## src/rtl/irqc_pkg.sv

```systemverilog
// Package: shared decode constants for the two-bank interrupt controller.
// Assumes a word-addressed 16-word window: address bits [3:2] pick a
// region and bits [1:0] pick the word within a bank.
package irqc_pkg;

    // Word selector inside a bank; this order is the decoded layout.
    typedef enum logic [1:0] {
        SEL_FLAG  = 2'd0,
        SEL_EN    = 2'd1,
        SEL_ACK   = 2'd2,
        SEL_LEVEL = 2'd3
    } reg_sel_e;

    // Region codes taken from word address bits [3:2].
    localparam logic [1:0] RGN_VEC = 2'd0;
    localparam logic [1:0] RGN_HI  = 2'd1;
    localparam logic [1:0] RGN_LO  = 2'd2;

endpackage

```

## src/rtl/irqc_sync.sv

```systemverilog
// Module: irqc_sync
// Multi-stage synchronizer that brings asynchronous request lines into the
// clock domain. Assumes each line is held long enough to be sampled.
module irqc_sync #(
    parameter int W      = 64,
    parameter int STAGES = 2
) (
    input  logic         clk,
    input  logic         rst_n,
    input  logic [W-1:0] d,
    output logic [W-1:0] q
);

    logic [W-1:0] stg [STAGES];

    // Shift the inputs through the flop chain, cleared by reset.
    always_ff @(posedge clk) begin
        if (!rst_n) begin
            for (int s = 0; s < STAGES; s++) stg[s] <= '0;
        end else begin
            stg[0] <= d;
            for (int s = 1; s < STAGES; s++) stg[s] <= stg[s-1];
        end
    end

    assign q = stg[STAGES-1];

endmodule

```

## src/rtl/irqc_bank.sv

```systemverilog
// Module: irqc_bank
// One bank of latched interrupt sources: an enable register, an
// edge detector on the synchronized inputs, and sticky flags cleared by
// write-one acknowledge. Assumes src is already synchronous to clk.
module irqc_bank #(
    parameter int W = 32
) (
    input  logic         clk,
    input  logic         rst_n,
    input  logic [W-1:0] src,
    input  logic         en_we,
    input  logic         ack_we,
    input  logic [W-1:0] wr_data,
    output logic [W-1:0] flag,
    output logic [W-1:0] en,
    output logic [W-1:0] set_pulse
);

    logic [W-1:0] src_prev;
    logic [W-1:0] ack_mask;

    // Rising edge on an enabled source requests a flag.
    assign set_pulse = src & ~src_prev & en;
    assign ack_mask  = ack_we ? wr_data : '0;

    // Remember the previous input sample for edge detection.
    always_ff @(posedge clk) begin
        if (!rst_n) src_prev <= '0;
        else        src_prev <= src;
    end

    // Enable register, written whole by software.
    always_ff @(posedge clk) begin
        if (!rst_n)     en <= '0;
        else if (en_we) en <= wr_data;
    end

    // Sticky flags: acknowledge clears, a new request sets and wins.
    always_ff @(posedge clk) begin
        if (!rst_n) flag <= '0;
        else        flag <= (flag & ~ack_mask) | set_pulse;
    end

endmodule

```

## src/rtl/irqc_prio.sv

```systemverilog
// Module: irqc_prio
// Pending-source encoder: the upper bank takes precedence over the lower
// one, and within a bank the highest set bit wins. Bit 31 marks "none".
// Assumes IDW + 1 <= 32.
module irqc_prio #(
    parameter int BANK_W = 32,
    parameter int IDW    = 6
) (
    input  logic [BANK_W-1:0] lo,
    input  logic [BANK_W-1:0] hi,
    output logic [31:0]       vec
);

    logic [IDW-1:0] id;
    logic           none;

    // Ascending scans so the last hit is the highest bit; upper bank overrides.
    always_comb begin
        id   = '0;
        none = (lo == '0) && (hi == '0);
        for (int i = 0; i < BANK_W; i++)
            if (lo[i]) id = IDW'(i);
        if (hi != '0) begin
            for (int i = 0; i < BANK_W; i++)
                if (hi[i]) id = IDW'(BANK_W + i);
        end
        vec = {none, {(31-IDW){1'b0}}, id};
    end

endmodule

```

## src/rtl/irqc_top.sv

```systemverilog
// Module: irqc_top
// Two-bank latched interrupt controller with a word-addressed register
// window, registered read data and a registered interrupt output.
// Assumes BANK_W is 32 so each bank fills a full data word.
module irqc_top #(
    parameter int BANK_W      = 32,
    parameter int SYNC_STAGES = 2
) (
    input  logic                clk,
    input  logic                rst_n,
    input  logic [2*BANK_W-1:0] irq_src,
    input  logic [3:0]          bus_addr,
    input  logic [31:0]         bus_wdata,
    input  logic                bus_we,
    input  logic                bus_re,
    output logic [31:0]         bus_rdata,
    output logic                irq_out
);
    import irqc_pkg::*;

    localparam int NUM_SRC = 2 * BANK_W;
    localparam int IDW     = $clog2(NUM_SRC);

    logic [NUM_SRC-1:0] src_sync;
    logic [NUM_SRC-1:0] flag_all;
    logic [NUM_SRC-1:0] en_all;
    logic [NUM_SRC-1:0] set_all;
    logic [31:0]        vec_word;
    logic [31:0]        rd_next;
    logic [1:0]         rgn;
    reg_sel_e           sel;

    assign rgn = bus_addr[3:2];
    assign sel = reg_sel_e'(bus_addr[1:0]);

    irqc_sync #(.W(NUM_SRC), .STAGES(SYNC_STAGES)) u_sync (
        .clk   (clk),
        .rst_n (rst_n),
        .d     (irq_src),
        .q     (src_sync)
    );

    // Bank 0 serves sources 0..BANK_W-1, bank 1 the rest.
    for (genvar b = 0; b < 2; b++) begin : g_bank
        localparam logic [1:0] MY_RGN = (b == 0) ? RGN_LO : RGN_HI;
        logic hit;
        assign hit = (rgn == MY_RGN);

        irqc_bank #(.W(BANK_W)) u_bank (
            .clk       (clk),
            .rst_n     (rst_n),
            .src       (src_sync[b*BANK_W +: BANK_W]),
            .en_we     (bus_we && hit && sel == SEL_EN),
            .ack_we    (bus_we && hit && sel == SEL_ACK),
            .wr_data   (bus_wdata[BANK_W-1:0]),
            .flag      (flag_all[b*BANK_W +: BANK_W]),
            .en        (en_all[b*BANK_W +: BANK_W]),
            .set_pulse (set_all[b*BANK_W +: BANK_W])
        );
    end

    irqc_prio #(.BANK_W(BANK_W), .IDW(IDW)) u_prio (
        .lo  (flag_all[BANK_W-1:0]),
        .hi  (flag_all[NUM_SRC-1:BANK_W]),
        .vec (vec_word)
    );

    // Select the read word for the addressed region and selector.
    always_comb begin
        rd_next = '0;
        case (rgn)
            RGN_VEC: if (sel == SEL_FLAG) rd_next = vec_word;
            RGN_HI, RGN_LO: begin
                case (sel)
                    SEL_FLAG:  rd_next = (rgn == RGN_HI) ? flag_all[NUM_SRC-1:BANK_W]
                                                         : flag_all[BANK_W-1:0];
                    SEL_EN:    rd_next = (rgn == RGN_HI) ? en_all[NUM_SRC-1:BANK_W]
                                                         : en_all[BANK_W-1:0];
                    SEL_LEVEL: rd_next = (rgn == RGN_HI) ? src_sync[NUM_SRC-1:BANK_W]
                                                         : src_sync[BANK_W-1:0];
                    default:   rd_next = '0;
                endcase
            end
            default: rd_next = '0;
        endcase
    end

    // Register read data on a read strobe.
    always_ff @(posedge clk) begin
        if (!rst_n)      bus_rdata <= '0;
        else if (bus_re) bus_rdata <= rd_next;
    end

    // Interrupt output follows the OR of all flags one edge later.
    always_ff @(posedge clk) begin
        if (!rst_n) irq_out <= 1'b0;
        else        irq_out <= |flag_all;
    end

endmodule

```

## config.mk

```make
export PLATFORM = sky130hd
export DESIGN_NAME = irqc_top
export DESIGN_NICKNAME = d
export VERILOG_FILES = /design/src/rtl/irqc_pkg.sv /design/src/rtl/irqc_sync.sv /design/src/rtl/irqc_bank.sv /design/src/rtl/irqc_prio.sv /design/src/rtl/irqc_top.sv
export SDC_FILE = /design/constraint.sdc
export NUM_CORES = 1
export LEC_CHECK = 0
export ABC_CLOCK_PERIOD_IN_PS = 5800
export BUFFER_PORTS_ARGS = -buffer_cell sky130_fd_sc_hd__buf_2
export CORE_MARGIN = 3
export CORE_UTILIZATION = 35
export DETAILED_ROUTE_END_ITERATION = 10
export PLACE_DENSITY = 0.49
export SLEW_MARGIN = 5
export SYNTH_ARGS = -nofsm -noshare
export SYNTH_HDL_FRONTEND = slang
export SYNTH_SLANG_ARGS = --single-unit
```

## constraint.sdc

```tcl
create_clock -name clk -period 5.8 [get_ports clk]
set_input_delay 1.16 -clock clk [delete_from_list [all_inputs] [get_ports clk]]
set_output_delay 1.16 -clock clk [all_outputs]
set_load 0.02 [all_outputs]
```

==> impl_metrics.yaml <==
outcome:
  outcome: "complete, no violations"
clock_tree:
  clk_latency_ns: 0.55
  clock_path_buffers: 3
  cts_buffers: 39
  cts.sinks: 353
  clk_pin_slew_ns: 0.06
  cts_resized: 0
  cts-root-buf: "clkbuf_16"
  cts_setup_buffers: 0
  cts_max_level: 2
  tritoncts: "done"
  ctsHoldBuffers: 0
placed_design:
  gp_congestion: 0.808
  hpwl_um: 25700
  numPortBuffers: 136
  place_area_um2: 14800
critical_path:
  critPathLaunchType: "input pin"
  cp.arrival_ns: 3.58
  crit_slowest_cell: "nor2_4"
  cpPeakStageDelay_ns: 0.95
  path_buf_inv: 2
  reg2reg_slack_ns: 3.27
  crit_chain: "buf_2 -> inv_1 -> ha_2 -> nand2_1 -> nor2_4 -> a21oi_1 -> a31oi_1 -> nor2_1"
  cp-end-kind: "flip-flop"
  path_delay_family: "simple AND/OR/NAND/NOR gates"
  worstReg2RegStart: "g_bank[1].u_bank.flag[15]$_SDFF_PN0_"
  critical_path_class: "input pin to flip-flop"
  worstPathMaxFanout: 32
  worstPathRequired_ns: 6.20
  path_depth: 8
  worstReg2RegEnd: "bus_rdata[1]$_SDFFE_PN0P_"
  reg2regPathDepth: 6
route:
  viasPerCell: 4.98
  ant_nets: 0
  drt-pass1-iter-count: 5
  drtIter0Drc: 564
  wl_um: 40600
  wl_per_cell_um: 18.6
  drc: 0
  num_vias: 10900
power:
  cellPowerDensity_nw_per_um2: 325
  total_leakage_power_nw: 6.21
  fin_total_pwr_mw: 5.21
  peakVddDrop_v: 0.000217
synth:
  syn_nets: 1664
  synth_top_area_share_pct: 51.7
  synth_common_cells: "353 x dfxtp_1, 219 x nand2_1, 193 x and2_1"
  ys_seq_elements: 353
  yosysTopAreaCell: "dfxtp_1"
  synth_edf_count: 0
  netlist_instances: 1556
  yosys.cell_types.count: 49
  syn_area_um2: 13700
  ys.flop_type: "dfxtp_1"
  seq_area_frac_synth_pct: 51.7
  synth_most_common_cell: "dfxtp_1"
  netlist_top_cells_area: "dfxtp_1 52%, and2_1 8.8%, nand2_1 6.0%, a21oi_1 5.1%, nor2_1 4.8%"
  synth_area_per_cell_um2: 8.78
  yosysWarningCount: 0
  async_flop_share_pct: 0
grt:
  antenna_found_initial: 3
  grt_max_degree: 95
  grt_pass1_wl_um: 63900
  gr-total-overflow: 0
  grtUsageTotal_pct: 19.7
  grt_pass1_vias: 10900
timing:
  fmax_ghz: 0.315
  hold_viol: 0
  setup_violations: 0
  slew_violations: 0
  grt_setup_unrepaired: "no"
  finalClockSkew_ns: 0.0153
  slew_headroom_pct: 23.3
  worst_slew_pin_slew_ns: 1.15
  setup_tns_ns: 0
  min_period_over_period_pct: 54.7
  finalCriticalPeriod_ns: 3.18
finish:
  n_fill_cell: 3849
  drive_gt1_share_pct: 13.2
  multi_input_area_um2: 6090
  final-seq-area_um2: 7070
  final_cell_area_um2: 16000
  area_delta_synth_final_pct: 17.1
  num-nets-final: 1759
floorplanning:
  die_h_um: 204
  start_util_pct: 35.9
  rows: 71
  die-area_um2: 41500
  core_area_um2: 38100
  die_w_um: 204
  ioPinCount: 137
run:
  maxCapViolCount: 0
hold_path:
  hold_path_class: "flip-flop to flip-flop"
  min-delay-start: "u_sync.stg[0][14]$_SDFF_PN0_"
  holdPathStages: 1
  hold-path-endpoint: "u_sync.stg[0][78]$_SDFF_PN0_"
-- power breakdown --
part	switching [mW]	leakage, nW	internal (mW)	total, mW
clock	0.969	0.614	1.44	2.41
sequential	0.0339	2.88	2.49	2.52
combinational	0.171	2.72	0.101	0.272
-- final cells by class --
cell class | count | area share (%)
timing repair buffer | 146 | 4.77
tap | 511 | 3.99
clock buffer | 59 | 7.39
antenna | 2 | 0.0313
multi-input combinational | 1057 | 38.1
inverter | 54 | 1.27
sequential | 353 | 44.1
clock inverter | 6 | 0.344
-- metal layers --
layer / share of wire (%) / GRT usage (%) / up-vias / wire, µm
met3: 4.1 / 3.69 / 60 / 1650
met4: 2.4 / 5.70 / 2 / 990
li1: - / - / 5414 / -
met5: 0.032 / 0 / - / 13
met1: 46 / 26.0 / 5192 / 18800
met2: 47 / 32.9 / 223 / 19100
-- cell usage in the layout (no fill, tap or decap), types with 10 or more instances in the layout --
cell type and instances:
nor3_1 12, nor4_1 14, o21a_1 10, and2_1 192, a21boi_0 31, a21oi_1 139
buf_2 134, nor2b_1 30, nand2_1 218, nor2_1 169, buf_4 11, dfxtp_1 353
a31oi_1 11, a211oi_1 60, inv_1 53, mux2i_1 61, clkbuf_16 41, a32oi_1 31
-- worst max path at each step --
stage                     start                                    to
global route        bus_addr[3]  g_bank[1].u_bank.flag[24]$_SDFF_PN0_
finish              bus_addr[3]  g_bank[1].u_bank.flag[24]$_SDFF_PN0_
global placement    bus_addr[3]  g_bank[1].u_bank.flag[24]$_SDFF_PN0_
floorplan           bus_addr[3]            bus_rdata[10]$_SDFFE_PN0P_
detailed placement  bus_addr[3]  g_bank[1].u_bank.flag[24]$_SDFF_PN0_
CTS                 bus_addr[3]  g_bank[1].u_bank.flag[24]$_SDFF_PN0_
-- logic make-up after synthesis --
group / Yosys count / synth area share [%]
adder cells (fa/ha/maj): 4 / 0.366
buffers and inverters: 146 / 4.07
multiplexers: 64 / 4.88
AND/OR/NAND/NOR: 671 / 23.9
flip-flops: 353 / 51.7
AO/OA/AOI/OAI: 318 / 15.1
-- stage by stage --
stage | worst slack [ns] | std cells | util, % | hold WS, ns
finish | 2.62 | 2188 | 42.0 | 0.428
global route | 2.44 | 2187 | 42.0 | 0.439
CTS | 2.64 | 2186 | 42.0 | 0.431
detailed placement | 2.04 | 2121 | 38.7 | 0.417
global placement | 2.12 | 2121 | 38.7 | 0.415
floorplan | 3.08 | 1556 | - | 0.412
-- sequential cells by signal (all words and copies together), names as in the netlist --
register,cells
g_bank.u_bank.flag,64
irq_out,1
g_bank.u_bank.en,64
u_sync.stg,128
bus_rdata,32
g_bank.u_bank.src_prev,64
-- worst reg2reg max path, cell delays in order, from the launching register on --
cell and delay (ns):
dfxtp_1 0.37, nor4_1 0.68, nand2_1 0.23, nand4bb_4 0.36
or4_1 0.52, a21oi_1 0.13, o32ai_1 0.10
Power figures use the tool's default switching activity.
